===== config.mk =====
export PLATFORM = sky130hd
export DESIGN_NAME = pcm_serial_port
export DESIGN_NICKNAME = d
export VERILOG_FILES = /design/src/rtl/pcm_port_pkg.sv /design/src/rtl/pcm_port_ctrl.sv /design/src/rtl/pcm_port_dp.sv /design/src/rtl/pcm_serial_port.sv
export SDC_FILE = /design/constraint.sdc
export NUM_CORES = 1
export LEC_CHECK = 0
export ABC_AREA = 1
export CORE_MARGIN = 2
export CORE_UTILIZATION = 65
export DETAILED_ROUTE_END_ITERATION = 10
export DONT_BUFFER_PORTS = 1
export PLACE_DENSITY = 0.85
export SYNTH_ARGS = -nofsm -noshare
export SYNTH_HDL_FRONTEND = slang
export SYNTH_SLANG_ARGS = --single-unit

===== constraint.sdc =====
create_clock -name clk -period 5.06 [get_ports clk]
set_input_delay 0.253 -clock clk [delete_from_list [all_inputs] [get_ports clk]]
set_output_delay 0.253 -clock clk [all_outputs]
set_load 0.05 [all_outputs]

===== src/rtl/pcm_port_pkg.sv =====
package pcm_port_pkg;

  typedef struct packed {
    logic txMute;
    logic wideRate;
    logic syncEarly;
    logic edgeInvert;
  } port_cfg_t;

  typedef struct packed {
    logic frameStart;
    logic frameEnd;
    logic launch;
    logic capture;
    logic wideEnd;
    logic wideNew;
    logic muteNow;
  } dp_strobe_t;

endpackage


===== src/rtl/pcm_port_ctrl.sv =====
module pcm_port_ctrl
  import pcm_port_pkg::*;
#(
  parameter int HALF_DIV = 2,
  parameter int DATA_W   = 16
) (
  input  logic       clk,
  input  logic       rstN,
  input  logic       ctlWe,
  input  port_cfg_t  ctlData,
  output logic       bclk,
  output logic       fsync,
  output port_cfg_t  liveCfg,
  output dp_strobe_t stb
);

  localparam int DIV_W = (HALF_DIV > 1) ? $clog2(HALF_DIV) : 1;
  localparam int PH_W  = $clog2(4 * DATA_W);

  function automatic logic [PH_W-1:0] lastHalf(input logic wide);
    return wide ? PH_W'(4 * DATA_W - 1) : PH_W'(2 * DATA_W - 1);
  endfunction

  logic [DIV_W-1:0] divCnt;
  logic [PH_W-1:0]  ph, nextPh, endPh;
  port_cfg_t        pendCfg, nextCfg;
  logic             firstFrame, tick, wrap, syncNext, bclkNext;

  always_comb begin
    tick     = (divCnt == DIV_W'(HALF_DIV - 1));
    wrap     = tick && (ph == lastHalf(liveCfg.wideRate));
    nextPh   = wrap ? '0 : ph + 1'b1;
    nextCfg  = wrap ? pendCfg : liveCfg;
    endPh    = lastHalf(nextCfg.wideRate);
    if (nextCfg.syncEarly) syncNext = (nextPh == endPh) || (nextPh == endPh - 1'b1);
    else                   syncNext = (nextPh == endPh) || (nextPh == '0);
    bclkNext = nextCfg.edgeInvert ? nextPh[0] : ~nextPh[0];

    stb.frameStart = wrap;
    stb.frameEnd   = wrap && !firstFrame;
    stb.launch     = tick && !wrap && !nextPh[0];
    stb.capture    = tick && nextPh[0];
    stb.wideEnd    = liveCfg.wideRate;
    stb.wideNew    = nextCfg.wideRate;
    stb.muteNow    = nextCfg.txMute;
  end

  always_ff @(posedge clk) begin
    if (!rstN) begin
      divCnt     <= '0;
      ph         <= lastHalf(1'b0);
      pendCfg    <= '0;
      liveCfg    <= '0;
      firstFrame <= 1'b1;
      bclk       <= 1'b0;
      fsync      <= 1'b0;
    end else begin
      if (ctlWe) pendCfg <= ctlData;
      divCnt <= tick ? '0 : divCnt + 1'b1;
      if (tick) begin
        ph      <= nextPh;
        liveCfg <= nextCfg;
        bclk    <= bclkNext;
        fsync   <= syncNext;
        if (wrap) firstFrame <= 1'b0;
      end
    end
  end

endmodule


===== src/rtl/pcm_port_dp.sv =====
module pcm_port_dp
  import pcm_port_pkg::*;
#(
  parameter int DATA_W = 16
) (
  input  logic              clk,
  input  logic              rstN,
  input  dp_strobe_t        stb,
  input  logic [DATA_W-1:0] txFirst,
  input  logic [DATA_W-1:0] txSecond,
  input  logic              rxd,
  output logic              txd,
  output logic [DATA_W-1:0] rxFirst,
  output logic [DATA_W-1:0] rxSecond,
  output logic              rxValid
);

  localparam int SH_W = 2 * DATA_W;
  localparam int HALF = DATA_W / 2;

  logic [SH_W-1:0] txSh, rxSh, txPacked;

  always_comb begin
    if (stb.wideNew) txPacked = {txFirst, txSecond};
    else txPacked = {txFirst[DATA_W-1 -: HALF], txSecond[DATA_W-1 -: HALF], {DATA_W{1'b0}}};
  end

  always_ff @(posedge clk) begin
    if (!rstN) begin
      txSh     <= '0;
      rxSh     <= '0;
      txd      <= 1'b0;
      rxFirst  <= '0;
      rxSecond <= '0;
      rxValid  <= 1'b0;
    end else begin
      rxValid <= stb.frameEnd;
      if (stb.frameStart) begin
        txSh <= txPacked;
        txd  <= stb.muteNow ? 1'b0 : txPacked[SH_W-1];
      end else if (stb.launch) begin
        txSh <= txSh << 1;
        txd  <= stb.muteNow ? 1'b0 : txSh[SH_W-2];
      end
      if (stb.capture) rxSh <= {rxSh[SH_W-2:0], rxd};
      if (stb.frameEnd) begin
        if (stb.wideEnd) begin
          rxFirst  <= rxSh[SH_W-1 -: DATA_W];
          rxSecond <= rxSh[DATA_W-1:0];
        end else begin
          rxFirst  <= {rxSh[DATA_W-1 -: HALF], {HALF{1'b0}}};
          rxSecond <= {rxSh[HALF-1:0], {HALF{1'b0}}};
        end
      end
    end
  end

endmodule


===== src/rtl/pcm_serial_port.sv =====
module pcm_serial_port
  import pcm_port_pkg::*;
#(
  parameter int HALF_DIV = 2,
  parameter int DATA_W   = 16
) (
  input  logic              clk,
  input  logic              rstN,
  input  logic              ctlWe,
  input  logic [3:0]        ctlData,
  input  logic [DATA_W-1:0] txFirst,
  input  logic [DATA_W-1:0] txSecond,
  input  logic              rxd,
  output logic              bclk,
  output logic              fsync,
  output logic              txd,
  output logic [DATA_W-1:0] rxFirst,
  output logic [DATA_W-1:0] rxSecond,
  output logic              rxValid
);

  port_cfg_t  liveCfg;
  dp_strobe_t stb;

  pcm_port_ctrl #(.HALF_DIV(HALF_DIV), .DATA_W(DATA_W)) u_ctrl (
    .clk(clk), .rstN(rstN), .ctlWe(ctlWe), .ctlData(port_cfg_t'(ctlData)),
    .bclk(bclk), .fsync(fsync), .liveCfg(liveCfg), .stb(stb)
  );

  pcm_port_dp #(.DATA_W(DATA_W)) u_dp (
    .clk(clk), .rstN(rstN), .stb(stb), .txFirst(txFirst), .txSecond(txSecond),
    .rxd(rxd), .txd(txd), .rxFirst(rxFirst), .rxSecond(rxSecond), .rxValid(rxValid)
  );

endmodule


## After elaboration in Yosys (flattened, before gate mapping)

Index checks and enable logic that the tools add are counted.

- RAM bits: 0
- Input port bits: 40
- Memory bits (read-only): 0
- Output and inout port bits: 36
- Memories: 0
- Latch bits: 0
- Logic and storage cells: 56
- Register bits after elaboration: 115

- Add/sub/neg operators: 3
- Muxes and demuxes: 15
- Eq/ne operators: 3
- Reductions and logical operators: 14
- $mul: 0
- Div/mod/pow operators: 0
- Bitwise gates (word level): 2
- $lt $le $gt $ge: 0
- Shift-type cells: 0

Operator list:

| operator | count |
|---|---|
| $mux W31 | 2 |
| $mux W16 | 2 |
| $mux W24 | 1 |
| $eq A6 B6 Y1 | 3 |
| $mux W6 | 3 |
| $add A6 B1 Y6 const B | 1 |
| $logic_not A6 Y1 | 1 |
| $mux W1 | 6 |
| $sub A6 B1 Y6 const B | 1 |
| $logic_and A1 B1 Y1 | 5 |
| $mux W4 | 1 |
| $logic_not A1 Y1 | 3 |
| $logic_or A1 B1 Y1 | 2 |
| $not A1 Y1 | 2 |
| $reduce_and A2 Y1 | 1 |
| $reduce_bool A2 Y1 | 1 |
| $reduce_or A2 Y1 | 1 |
| $add A1 B1 Y1 const B | 1 |

## Depth between registers and ports, before layout

Gate-level depths: netlist of the first run.

- Depth in word-level cells: 9
- Mapped depth: 13
- Depth with buffers taken out: 12

## By module

Synthesis of the first run repeated with hierarchy kept, for this count alone.

- Cells, all modules: 721
- Area total of the unflattened synthesis: 4994.8 µm²

By module, submodules not included:

| module | sequential area each (µm²) | cells each | area each (µm²) | instances |
|---|---|---|---|---|
| pcm_port_dp | 1941.9 | 585 | 4016.4 | 1 |
| pcm_port_ctrl | 360.3 | 136 | 978.4 | 1 |

## Worst setup path after synthesis of the first run

Ideal clock, no wire load.

- Kind: register to register
- Start point: reg u_ctrl.ph[0]
- End point: reg u_dp.txSh[10]
- Data required time: 4.938 ns
- Buffers on the path: 2
- Stages on the path, launching flop included: 9
- Setup slack: 3.310 ns
- Arrival time: 1.628 ns
- Setup time: 0.122 ns
- Clock period less this slack: 1.750 ns
- Cells stage by stage: dfxtp_1 ha_1 nand3_2 nor2_8 nand3_4 buf_6 buf_6 a221oi_1 nor2_1

- Word-level cells in the longest chain between the ends: 6
- Elaborated cells between the ends (all ways): 12
- Those cells by class: 1 x add/sub; 1 x eq/ne; 4 x mux; 6 x reduce/logical

Ends and longest elaborated chain:

| item | line | RTL |
|---|---|---|
| start, declared | pcm_port_ctrl.sv:25 | `logic [PH_W-1:0] ph, nextPh, endPh;` |
| start signal, assigned | pcm_port_ctrl.sv:51 | `ph <= lastHalf(1'b0);` |
| start signal, assigned | pcm_port_ctrl.sv:61 | `ph <= nextPh;` |
| branches (longest 6 deep; another with $add A6 B1 Y6) | -- |  |
| end signal, assigned | pcm_port_dp.sv:39 | `txSh <= txPacked;` |
| end signal, assigned | pcm_port_dp.sv:42 | `txSh <= txSh << 1;` |
| end, declared | pcm_port_dp.sv:21 | `logic [SH_W-1:0] txSh, rxSh, txPacked;` |

Several ways; the timed one is not identified.
A chain may end at the register's enable or synchronous reset.

## Worst setup path after layout of the first run

- Start point: reg, netlist name u_ctrl.liveCfg[2]
- End point: reg u_dp.rxSh[14]

- Word-level cells in the longest chain between the ends: 5

Ends and longest elaborated chain:

| item | line | RTL |
|---|---|---|
| $mux W6 | pcm_port_ctrl.sv:21 | `return wide ? PH_W'(4 * DATA_W - 1) : PH_W'(2 * DATA_W - 1);` |
| $eq A6 B6 Y1 | pcm_port_ctrl.sv:31 | `wrap = tick && (ph == lastHalf(liveCfg.wideRate));` |
| $logic_and A1 B1 Y1 | pcm_port_ctrl.sv:31 |  |
| $mux W6 | pcm_port_ctrl.sv:32 | `nextPh = wrap ? '0 : ph + 1'b1;` |
| $logic_and A1 B1 Y1 | pcm_port_ctrl.sv:42 | `stb.capture = tick && nextPh[0];` |
| end signal, assigned | pcm_port_dp.sv:45 | `if (stb.capture) rxSh <= {rxSh[SH_W-2:0], rxd};` |
| end, declared | pcm_port_dp.sv:21 |  |

No other way between the ends.

==> out/summary.json, run 1 <==
{
  "worst_setup_path": {
    "worst_setup_start_kind": "flip-flop",
    "r2r_cells": 9,
    "critical_path_required_ns": 5.46,
    "timing_worst_setup_path_type": "flip-flop to flip-flop",
    "rrSetupSlack_ns": 1.72,
    "crit_fanout": 50,
    "cp-end-kind": "flip-flop",
    "worstReg2RegStart": "u_ctrl.liveCfg[2]$_SDFFE_PN0P_",
    "critical_path_arrival_ns": 3.73,
    "reg2reg_to": "u_dp.rxSh[14]$_SDFFE_PN0P_"
  },
  "logic_synthesis": {
    "synthesis.area_sq_um": 4700,
    "syn-instance-count": 597,
    "postSynthAreaPerCell_sq_um": 7.87,
    "synth_cell_type_count": 37,
    "synth_nets": 640,
    "synth.yosys.seq_area_share_pct": 49.0,
    "synth.ff_latch_count": 115,
    "synth-warning-count": 0
  },
  "hold_path": {
    "worstHoldEndpoint": "u_dp.txSh[22]$_SDFFE_PN0P_",
    "worstHoldStart": "txFirst[6]",
    "min_path_type": "input port to flip-flop",
    "worst_hold_path.num_cells": 4
  },
  "routing": {
    "detail_route.iter0.violations": 366,
    "viasPerCell": 6.10,
    "route.detailed.drc": 0,
    "dr.pass1.iters": 5,
    "vias": 4403,
    "routed_wl_microns": 11800,
    "routedWlPerCell_microns": 16.4,
    "antenna_left": 0
  },
  "timing": {
    "timing.final.hold_violations": 0,
    "fin_setup_tns_ns": 0,
    "final_period_demand_of_the_worst_path_ns": 3.34,
    "slew_headroom_pct": 34.6,
    "finalClockSkew_ns": 0.00884,
    "fmaxAchievable_mhz": 300,
    "final-max-slew-violation-count": 0,
    "finalCritPeriodShare_pct": 65.9,
    "worst_pin_slew_ns": 0.980,
    "grt_setup_unrepaired": "no",
    "worst_hold_slack_ns": 0.0538,
    "setup_viol": 0
  },
  "global_routing": {
    "vias_in_the_first_global_route": 3869,
    "grt_pass1_wl_microns": 18400,
    "gr-total-overflow": 0,
    "global_route.usage.total_pct": 30.6,
    "grt_start_max_net_pins": 89,
    "antenna_found_initial": 0
  },
  "power": {
    "leakage_nw": 2.09,
    "worst_ir_drop_vdd_mv": 0.291,
    "pwr_density_cell_nw_per_um2": 432
  },
  "clocking": {
    "cts_hold_repair.buffers": 36,
    "postCtsSetupRepairBufs": 0,
    "path_clk_slew_ns": 0.06,
    "h-tree-depth": 4,
    "post_cts_resize_count": 0,
    "tritoncts_num_sinks": 115,
    "tritoncts": "built",
    "cts_root_buffer": "clkbuf_8",
    "cts_inserted_buffers": 17,
    "clock_insertion_delay_worst_skew_ns": 0.52,
    "longest_clk_path_bufs": 2
  },
  "floorplanning": {
    "die_height_microns": 89.0,
    "num_io_pins": 76,
    "dieArea_sq_um": 7930,
    "initial_core_util_pct": 65.9,
    "core_region_area_sq_um": 7140,
    "floorplan.rows": 31,
    "die-width_microns": 89.0
  },
  "cells_and_area": {
    "layout-drive-gt1-share_pct": 7.38,
    "fillerInstances": 498,
    "growth_of_design_area_from_synthesis_to_finish_pct": 17.6,
    "insertedDiodeCount": 0,
    "final_core_util_pct": 77.4,
    "fin_nets": 653
  },
  "placed_design": {
    "place_congestion": 0.908,
    "post-dp-hpwl_microns": 6770,
    "io_buffer_count": 0
  },
  "status": {
    "status": "finished clean"
  },
  "run": {
    "cap_viol_max_count": 0
  }
}
## worst max path at each step
stage          slack [ns]                       endpoint                            from  depth (start not counted)
6_report             1.72     u_dp.rxSh[14]$_SDFFE_PN0P_  u_ctrl.liveCfg[2]$_SDFFE_PN0P_                          9
5_1_grt              1.46     u_dp.rxSh[14]$_SDFFE_PN0P_  u_ctrl.liveCfg[2]$_SDFFE_PN0P_                          9
4_1_cts              1.83     u_dp.rxSh[14]$_SDFFE_PN0P_  u_ctrl.liveCfg[2]$_SDFFE_PN0P_                          9
3_5_place_dp         1.89     u_dp.rxSh[13]$_SDFFE_PN0P_  u_ctrl.liveCfg[2]$_SDFFE_PN0P_                          9
3_3_place_gp         2.05  u_dp.rxSecond[1]$_SDFFE_PN0P_  u_ctrl.liveCfg[2]$_SDFFE_PN0P_                          7
2_1_floorplan        3.31     u_dp.txSh[10]$_SDFFE_PN0P_       u_ctrl.ph[0]$_SDFFE_PN1P_                          8
## routing by layer
| layer | global-route usage, % | share of wire [%] | up-vias |
|---|---|---|---|
| met5 | 0 | 0 | - |
| met4 | 18.2 | 4.2 | 0 |
| met3 | 8.31 | 7.7 | 47 |
| met2 | 49.1 | 48 | 229 |
| met1 | 36.7 | 40 | 2048 |
| li1 | - | - | 2079 |
## sequential cells by signal, indices dropped and copies added (netlist names)
name and cells:
u_dp.txd 1, u_dp.rxValid 1, u_ctrl.pendCfg 4, u_dp.rxSecond 16, u_ctrl.divCnt 1, u_ctrl.firstFrame 1
u_ctrl.liveCfg 4, u_ctrl.ph 6, u_dp.rxSh 32, u_dp.rxFirst 16, u_ctrl.fsync 1, u_ctrl.bclk 1
u_dp.txSh 31
## synthesized netlist by cell type
| cell type | n | share of area (%) |
|---|---|---|
| a211oi_1 | 1 | 0.16 |
| a21oi_1 | 83 | 8.8 |
| a221oi_1 | 3 | 0.56 |
| a22oi_1 | 3 | 0.48 |
| a31oi_1 | 16 | 2.1 |
| and3_1 | 1 | 0.13 |
| buf_1 | 2 | 0.16 |
| buf_2 | 12 | 1.3 |
| buf_4 | 6 | 0.96 |
| buf_6 | 4 | 0.96 |
| clkbuf_1 | 18 | 1.4 |
| clkinv_1 | 2 | 0.16 |
| dfxtp_1 | 115 | 49 |
| ha_1 | 3 | 0.80 |
| inv_1 | 34 | 2.7 |
| inv_2 | 2 | 0.16 |
| inv_4 | 1 | 0.13 |
| mux2i_1 | 1 | 0.21 |
| nand2_1 | 103 | 8.2 |
| nand2_2 | 2 | 0.27 |
| nand2_4 | 3 | 0.72 |
| nand3_1 | 35 | 3.7 |
| nand3_2 | 1 | 0.21 |
| nand3_4 | 1 | 0.37 |
| nand4_1 | 5 | 0.67 |
| nor2_1 | 28 | 2.2 |
| nor2_4 | 1 | 0.24 |
| nor2_8 | 1 | 0.43 |
| nor3_1 | 3 | 0.32 |
| o211ai_1 | 2 | 0.32 |
| o21ai_0 | 79 | 8.4 |
| o21ai_1 | 7 | 0.75 |
| o22ai_1 | 7 | 0.93 |
| o31ai_1 | 9 | 1.4 |
| or2_2 | 1 | 0.13 |
| xnor2_1 | 1 | 0.19 |
| xor2_1 | 1 | 0.19 |
## cell families (layout without fill, tap and decap cells)
family | Yosys count | after routing | synth area share [%]
xor+xnor | 2 | 2 | 0.373
simple gates | 185 | 185 | 17.7
buf+inv | 81 | 107 | 7.96
compound gates | 210 | 210 | 24.0
fa+ha+maj | 3 | 3 | 0.799
flops | 115 | 115 | 49.0
mux | 1 | 1 | 0.213
## power breakdown
group,total [mW],internal [mW],switching [mW]
registers,1.03,0.957,0.0682
clock network,1.09,0.651,0.438
logic,0.272,0.0929,0.180
## cell usage in the layout (no fill, tap or decap), types with 2 or more instances in the layout
cell type / n
nand2_2: 2
o22ai_1: 7
a31oi_1: 16
clkbuf_16: 16
o21ai_1: 7
a221oi_1: 3
a22oi_1: 3
dfxtp_1: 115
clkinv_2: 3
ha_1: 3
inv_2: 2
o211ai_1: 2
nand2_4: 3
clkinv_4: 4
clkinv_1: 2
nor3_1: 3
a21oi_1: 83
nand4_1: 5
inv_1: 34
o21ai_0: 79
nand3_1: 35
nor2_1: 28
inv_6: 2
dlygate4sd3_1: 35
clkinvlp_4: 5
nand2_1: 103
o31ai_1: 9
## critical path, stage by stage, from the launching register on
cell     delay (ns)
dfxtp_1        0.93
inv_4          0.29
nand2_1        0.17
nand2_2        0.13
nand3_4        0.42
nand2_1        0.15
inv_2          0.27
nand2_4        0.33
o21ai_0        0.41
a21oi_1        0.08
## area by class of cell
cell class	instances	area (sq um)	share of cell area (%)
timing repair buffer	36	378	6.84
multi-input combinational	401	2020	36.6
tap	99	124	2.24
inverter	39	149	2.69
sequential	115	2300	41.7
clock buffer	17	414	7.49
clock inverter	15	135	2.45
## per-stage QoR
step	cell area, sq um	std cells	power, mW	worst slack (ns)
finish	5530	722	2.39	1.72
CTS	5530	722	2.38	1.83
global route	5530	722	2.47	1.46
detailed placement	4600	654	1.27	1.89
floorplan	4700	597	1.24	3.31
global placement	4600	654	1.25	2.05
Power figures use the tool's default switching activity.
==> run 2, diff against run 1 <==
--- a/config.mk
+++ b/config.mk
@@ -5,12 +5,12 @@
 export SDC_FILE = /design/constraint.sdc
 export NUM_CORES = 1
 export LEC_CHECK = 0
-export ABC_AREA = 1
+export ABC_AREA = 0
 export CORE_MARGIN = 2
-export CORE_UTILIZATION = 65
+export CORE_UTILIZATION = 57
 export DETAILED_ROUTE_END_ITERATION = 10
 export DONT_BUFFER_PORTS = 1
-export PLACE_DENSITY = 0.85
+export PLACE_DENSITY = 0.79
 export SYNTH_ARGS = -nofsm -noshare
 export SYNTH_HDL_FRONTEND = slang
 export SYNTH_SLANG_ARGS = --single-unit
==> constraint.sdc (replaced) <==
create_clock -name clk -period 2.7 [get_ports clk]
set_input_delay 0.135 -clock clk [delete_from_list [all_inputs] [get_ports clk]]
set_output_delay 0.135 -clock clk [all_outputs]
set_load 0.05 [all_outputs]
==> run 2 against run 1 <==
Compared with the run above: clock power increased by 79%; worst hold slack got worse by 0.0096 ns; first-iteration DRC count decreased by 22%; clock-buffer cell count increased by 1; combinational power increased by 90%; cell count decreased by 6.1%; sequential share of layout area decreased by 2.3 points; cell area increased by 5.9%; synthesized cell count decreased by 9.5%; die area increased by 19%; routed wire length decreased by 1.8%; power increased by 82%; largest cell class is now multi-input combinational cells; highest routed layer unchanged.
==> out/summary.json, run 2 <==
{
  "placed_design": {
    "placed_cell_area_sq_um": 4920,
    "io_buffer_count": 0,
    "place_congestion": 0.805,
    "post-dp-hpwl_microns": 6800
  },
  "logic_synthesis": {
    "post_synth_arst_share_pct": 0,
    "synth_cell_type_count": 41,
    "post_synth_main_area_contributors": "dfxtp_1 (47%), nand2_1 (9.5%), o211a_1 (7.5%)",
    "synth_most_common_cell": "nand2_1",
    "yosys_most_used_dff": "dfxtp_1",
    "synth_area_leader": "dfxtp_1",
    "synth.ff_latch_count": 115,
    "count_of_flip_flops_with_a_built_in_enable_after_synthesis": 0,
    "postSynthAreaPerCell_sq_um": 9.12,
    "synthTopCellsByCount": "nand2_1 (125), dfxtp_1 (115), o211a_1 (37), a21boi_0 (35), mux2i_1 (29)",
    "synthesis.area_sq_um": 4930,
    "synth_top_area_share_pct": 46.7,
    "syn-instance-count": 540,
    "synth_nets": 583,
    "synth-warning-count": 0,
    "synth.yosys.seq_area_share_pct": 46.7
  },
  "floorplanning": {
    "die-width_microns": 97.0,
    "initial_core_util_pct": 59.4,
    "num_io_pins": 76,
    "floorplan.rows": 33,
    "dieArea_sq_um": 9400,
    "die_height_microns": 97.0,
    "core_region_area_sq_um": 8300
  },
  "worst_setup_path": {
    "timing_worst_setup_path_type": "flip-flop to flip-flop",
    "cp-end-kind": "flip-flop",
    "critical-path-top-delay-family": "simple AND/OR/NAND/NOR gates",
    "crit_path_max_incr_delay_ns": 0.53,
    "critical_path_arrival_ns": 2.94,
    "path_buf_inv": 0,
    "crit_fanout": 16,
    "critical_path_required_ns": 3.15,
    "worst_setup_start_kind": "flip-flop",
    "cp_cell_sequence": "ha_1 > nand4_2 > or3_4 > nor2_8 > and3_1 > a22o_1",
    "worst_path_max_delay_cell": "and3_1"
  },
  "timing": {
    "grt_setup_unrepaired": "no",
    "final_period_demand_of_the_worst_path_ns": 2.48,
    "final-max-slew-violation-count": 0,
    "slew_headroom_pct": 20.5,
    "setup_viol": 0,
    "finalCritPeriodShare_pct": 92.0,
    "fin_setup_tns_ns": 0,
    "fmaxAchievable_mhz": 402,
    "timing.final.hold_violations": 0,
    "finalClockSkew_ns": 0.00886,
    "worst_pin_slew_ns": 1.19
  },
  "cells_and_area": {
    "final_core_util_pct": 70.5,
    "regMostFlops": "u_dp.rxSh",
    "layout.cells.most_common": "nand2_1",
    "growth_of_design_area_from_synthesis_to_finish_pct": 18.8,
    "insertedDiodeCount": 0,
    "mostFrequentLayoutCells": "nand2_1 (125), dfxtp_1 (115), dlygate4sd3_1 (38)",
    "fin_nets": 603,
    "layout-drive-gt1-share_pct": 8.55,
    "fillerInstances": 602,
    "post-route-cell-area_sq_um": 5850,
    "layout.area.seq_sq_um": 2300,
    "largest_register_ffs": 32,
    "multiInputGateArea_sq_um": 2390,
    "layout_top_registers": "u_dp.rxSh: 32 flops, u_dp.txSh: 31 flops"
  },
  "clocking": {
    "tritoncts": "built",
    "post_cts_resize_count": 0,
    "tritoncts_num_sinks": 115,
    "cts_root_buffer": "clkbuf_8",
    "h-tree-depth": 4,
    "longest_clk_path_bufs": 2,
    "cts_hold_repair.buffers": 39,
    "path_clk_slew_ns": 0.06,
    "postCtsSetupRepairBufs": 0,
    "cts_inserted_buffers": 17,
    "clock_insertion_delay_worst_skew_ns": 0.51
  },
  "routing": {
    "detail_route.iter0.violations": 286,
    "viasPerCell": 5.90,
    "antenna_left": 0,
    "route.detailed.drc": 0,
    "routedWlPerCell_microns": 17.1,
    "vias": 4000,
    "dr.pass1.iters": 5,
    "routed_wl_microns": 11600
  },
  "power": {
    "worst_ir_drop_vdd_mv": 0.480,
    "sw_frac_of_total_pct": 28.3,
    "pwr_density_cell_nw_per_um2": 743,
    "p_int_mw": 3.12,
    "comb_power_share_pct": 11.9,
    "p_sw_mw": 1.23,
    "finalPower_mw": 4.35,
    "power.share.sequential_pct": 43.2,
    "leakage_nw": 2.48,
    "share_of_total_power_in_the_clock_network_pct": 44.9
  },
  "global_routing": {
    "antenna_found_initial": 0,
    "gr-total-overflow": 0,
    "grt_pass1_wl_microns": 19200,
    "global_route.usage.total_pct": 25.0,
    "grt_start_max_net_pins": 100,
    "vias_in_the_first_global_route": 3988
  },
  "hold_path": {
    "min_path_type": "input port to flip-flop"
  },
  "status": {
    "status": "finished clean"
  },
  "run": {
    "cap_viol_max_count": 0
  }
}
run 2: cell types whose count changed after synthesis, sizes merged, moves of 14 or more:
cell / delta
a21oi: -70
o21ai: -65
a21boi: +41
o211a: +37
inv: -31
mux2i: +28
nor2: -27
nand2: +17
a22o: +16
a31oi: -15
nand3: -14
run 2: per-stage QoR:
stage | std cells | hold slack, ns | worst slack (ns)
global placement | 607 | 0.210 | 0.355
detailed placement | 607 | 0.217 | 0.244
global route | 678 | 0.0671 | 0.0658
finish | 678 | 0.0442 | 0.215
CTS | 678 | 0.0145 | 0.231
floorplan | 540 | 0.280 | 0.631
run 2: per-layer routing:
layer | vias up | wire [microns] | global-route usage [%]
met5 | - | 0 | 0
met4 | 0 | 271 | 11.5
met3 | 24 | 677 | 7.73
met2 | 117 | 5520 | 39.5
met1 | 1910 | 5150 | 31.4
li1 | 1949 | - | -
run 2: power by group through the flow:
stage | Combinational [mW] | Clock [mW] | Sequential (mW)
6_report | 0.518 | 1.95 | 1.88
5_1_grt | 0.571 | 2.06 | 1.89
4_1_cts | 0.506 | 1.98 | 1.88
3_5_place_dp | 0.431 | 0 | 1.91
3_3_place_gp | 0.414 | 0 | 1.91
2_1_floorplan | 0.374 | 0 | 1.89
run 2: final timing paths:
check                                                 from  slack, ns                            end  depth (start not counted)
worst max register to register   u_ctrl.ph[0]$_SDFFE_PN1P_       0.22  u_dp.rxSecond[6]$_SDFFE_PN0P_                          6
worst max-delay path             u_ctrl.ph[0]$_SDFFE_PN1P_       0.22  u_dp.rxSecond[6]$_SDFFE_PN0P_                          6
worst min register to register  u_dp.txSh[21]$_SDFFE_PN0P_       0.46     u_dp.txSh[21]$_SDFFE_PN0P_                          2
worst min-delay path                          txSecond[12]       0.04     u_dp.txSh[20]$_SDFFE_PN0P_                          3
run 2: layout make-up:
class,instances,share of cell area (%)
Clock buffer,18,7.14
Clock inverter,14,1.84
Inverter,6,0.385
Multi-Input combinational cell,371,40.8
Sequential cell,115,39.3
Tap cell,105,2.24
Timing Repair Buffer,49,8.25
run 2: logic make-up (layout without fill, tap and decap cells):
kind of cell	count (synthesis)	in the layout	share of synthesized area, %
xor+xnor	4	4	0.711
fa+ha+maj	3	3	0.762
compound gates	144	144	22.8
flops	115	115	46.7
buf+inv	54	87	5.08
mux	29	29	5.89
simple gates	191	191	18.0
run 2: worst register-to-register path, stage by stage (launching register included):
cell     delay (ns)
dfxtp_1        0.52
ha_1           0.34
nand4_2        0.19
or3_4          0.52
nor2_8         0.12
and3_1         0.53
a22o_1         0.21
==> run 3, diff against run 2 <==
--- a/config.mk
+++ b/config.mk
@@ -7,10 +7,10 @@
 export LEC_CHECK = 0
 export ABC_AREA = 0
 export CORE_MARGIN = 2
-export CORE_UTILIZATION = 57
+export CORE_UTILIZATION = 63
 export DETAILED_ROUTE_END_ITERATION = 10
 export DONT_BUFFER_PORTS = 1
-export PLACE_DENSITY = 0.79
+export PLACE_DENSITY = 0.83
 export SYNTH_ARGS = -nofsm -noshare
 export SYNTH_HDL_FRONTEND = slang
 export SYNTH_SLANG_ARGS = --single-unit
==> constraint.sdc (replaced) <==
create_clock -name clk -period 2.8 [get_ports clk]
set_input_delay 0.14 -clock clk [delete_from_list [all_inputs] [get_ports clk]]
set_output_delay 0.14 -clock clk [all_outputs]
set_load 0.05 [all_outputs]
==> run 3 against run 2 <==
Compared with the run above: sequential power down 4%; cell count down 0.74%; non-clock buffer count down 2; first-iteration DRC count up 10%; cell area up 1.5%; flip-flop and latch count unchanged; largest cell class unchanged; largest power group unchanged.
==> out/summary.json, run 3 (synthesized netlist as in run 2, its figures left out) <==
{
  "status": {
    "status": "finished clean"
  },
  "clocking": {
    "longest_clk_path_bufs": 2,
    "cts_root_buffer": "clkbuf_8",
    "post_cts_resize_count": 0,
    "tritoncts": "built",
    "h-tree-depth": 4,
    "postCtsSetupRepairBufs": 0,
    "tritoncts_num_sinks": 115,
    "path_clk_slew_ns": 0.06,
    "clock_insertion_delay_worst_skew_ns": 0.53,
    "cts_inserted_buffers": 17
  },
  "worst_setup_path": {
    "cp_cell_sequence": "ha_1 > nand4_2 > or2_2 > buf_4 > nand3_1 > buf_4 > nand2_1 > a21boi_0",
    "crit_fanout": 33,
    "cp-end-kind": "flip-flop",
    "worst_path_max_delay_cell": "dfxtp_1",
    "timing_worst_setup_path_type": "flip-flop to flip-flop",
    "crit_path_frequent_cell": "buf_4",
    "worst_setup_start_kind": "flip-flop",
    "path_buf_inv": 2,
    "worstReg2RegStart": "u_ctrl.ph[0]$_SDFFE_PN1P_",
    "crit_path_max_incr_delay_ns": 0.52,
    "critical-path-top-delay-family": "simple AND/OR/NAND/NOR gates",
    "r2r_cells": 8,
    "rrSetupSlack_ns": 0.26,
    "critical_path_required_ns": 3.23,
    "critical_path_arrival_ns": 2.97,
    "reg2reg_to": "u_dp.rxSh[27]$_SDFFE_PN0P_"
  },
  "timing": {
    "worst_pin_slew_ns": 1.15,
    "finalClockSkew_ns": 0.0112,
    "fmaxAchievable_mhz": 394,
    "timing.final.hold_violations": 0,
    "setup_viol": 0,
    "slew_headroom_pct": 23.0,
    "final_period_demand_of_the_worst_path_ns": 2.54,
    "fin_setup_tns_ns": 0,
    "finalCritPeriodShare_pct": 90.6,
    "final-max-slew-violation-count": 0,
    "final_critical_path_setup_slack_ns": 0.263,
    "grt_setup_unrepaired": "no"
  },
  "global_routing": {
    "grt_start_max_net_pins": 100,
    "grt_pass1_wl_microns": 19700,
    "gr-total-overflow": 0,
    "global_route.usage.total_pct": 29.5,
    "antenna_found_initial": 0,
    "vias_in_the_first_global_route": 4033
  },
  "placed_design": {
    "place_congestion": 0.879,
    "dp_worst_setup_slack_ns": 0.298,
    "io_buffer_count": 0,
    "placed_cell_area_sq_um": 4930,
    "post-dp-hpwl_microns": 6760
  },
  "floorplanning": {
    "die-width_microns": 92.4,
    "floorplan.rows": 32,
    "initial_core_util_pct": 64.4,
    "die_height_microns": 92.4,
    "dieArea_sq_um": 8540,
    "num_io_pins": 76,
    "core_region_area_sq_um": 7650
  },
  "run": {
    "cap_viol_max_count": 0
  },
  "routing": {
    "dr.pass1.iters": 5,
    "routedWlPerCell_microns": 17.8,
    "viasPerCell": 6.04,
    "detail_route.iter0.violations": 316,
    "vias": 4068,
    "antenna_left": 0,
    "route.detailed.drc": 0,
    "routed_wl_microns": 12000
  },
  "power": {
    "worst_ir_drop_vdd_mv": 0.518,
    "leakage_nw": 2.53,
    "finalPower_mw": 4.58,
    "pwr_density_cell_nw_per_um2": 771
  },
  "hold_path": {
    "worstHoldEndpoint": "u_dp.txSh[21]$_SDFFE_PN0P_",
    "min_path_type": "input port to flip-flop",
    "worst_hold_path.num_cells": 4,
    "worstHoldStart": "txSecond[13]"
  },
  "cells_and_area": {
    "layout.area.seq_sq_um": 2300,
    "layout_top_registers": "u_dp.rxSh: 32 flops, u_dp.txSh: 31 flops",
    "layout-drive-gt1-share_pct": 8.58,
    "fin_nets": 601,
    "fillerInstances": 452,
    "largest_register_ffs": 32,
    "mostFrequentLayoutCells": "nand2_1 (125), dfxtp_1 (115), o211a_1 (37)",
    "post-route-cell-area_sq_um": 5940,
    "multiInputGateArea_sq_um": 2390,
    "insertedDiodeCount": 0,
    "growth_of_design_area_from_synthesis_to_finish_pct": 20.5,
    "regMostFlops": "u_dp.rxSh",
    "layout.cells.most_common": "nand2_1"
  }
}
[run 3: cell count changes in the layout (fill, tap and decap cells not counted), sizes merged]
cell	before	now
dlygate4sd3	38	36
clkinvlp	3	0
bufinv	0	4
clkinv	8	7
[run 3: how the worst max path moves through the flow]
stage / start / end / slack, ns / cells after the start
after CTS: u_ctrl.ph[0]$_SDFFE_PN1P_ / u_dp.rxSh[27]$_SDFFE_PN0P_ / 0.26 / 8
after floorplan: u_ctrl.ph[0]$_SDFFE_PN1P_ / u_dp.rxFirst[6]$_SDFFE_PN0P_ / 0.73 / 8
after global routing: u_ctrl.ph[0]$_SDFFE_PN1P_ / u_dp.rxSh[7]$_SDFFE_PN0P_ / 0.05 / 8
after detailed placement: u_ctrl.ph[0]$_SDFFE_PN1P_ / u_dp.rxSh[7]$_SDFFE_PN0P_ / 0.30 / 8
final: u_ctrl.ph[0]$_SDFFE_PN1P_ / u_dp.rxSh[27]$_SDFFE_PN0P_ / 0.26 / 8
after global placement: u_ctrl.ph[0]$_SDFFE_PN1P_ / u_dp.txSh[10]$_SDFFE_PN0P_ / 0.46 / 7
[run 3: worst reg2reg max path, cell delays in order, from the launching register on]
cell      delay (ns)
dfxtp_1         0.52
ha_1            0.34
nand4_2         0.18
or2_2           0.38
buf_4           0.25
nand3_1         0.11
buf_4           0.33
nand2_1         0.11
a21boi_0        0.23
[run 3: stage by stage]
step | util (%) | cells | hold slack [ns]
floorplan | - | 540 | 0.285
global placement | 64.4 | 604 | 0.214
detailed placement | 64.4 | 604 | 0.220
finish | 77.7 | 673 | 0.0367
CTS | 77.7 | 673 | 0.0122
global route | 77.7 | 673 | 0.0790
[run 3: area by class of cell]
class                           instances  share of cell area, %
Tap cell                              102                   2.15
Inverter                                6                  0.379
Sequential cell                       115                   38.8
Multi-Input combinational cell        371                   40.2
Clock buffer                           18                   7.04
Clock inverter                         14                   3.43
Timing Repair Buffer                   47                   8.01
[run 3: power breakdown]
group | switching [mW] | total [mW] | internal [mW]
registers | 0.104 | 1.81 | 1.71
logic | 0.303 | 0.510 | 0.207
clock network | 0.797 | 2.26 | 1.46
[run 3: routing by layer]
layer / vias up / track usage [%] / routed length (microns)
met3: 29 / 8.71 / 832
met2: 156 / 46.2 / 5680
li1: 1955 / - / -
met4: 0 / 14.8 / 280
met5: - / 0 / 0
met1: 1928 / 36.9 / 5210
[run 3: what timing repair did]
| action | in CTS | in global routing |
|---|---|---|
| setup endpoints to repair | 0 | 0 |
| endpoints found under the hold margin | 99 | 0 |
| hold buffers | 37 | 0 |
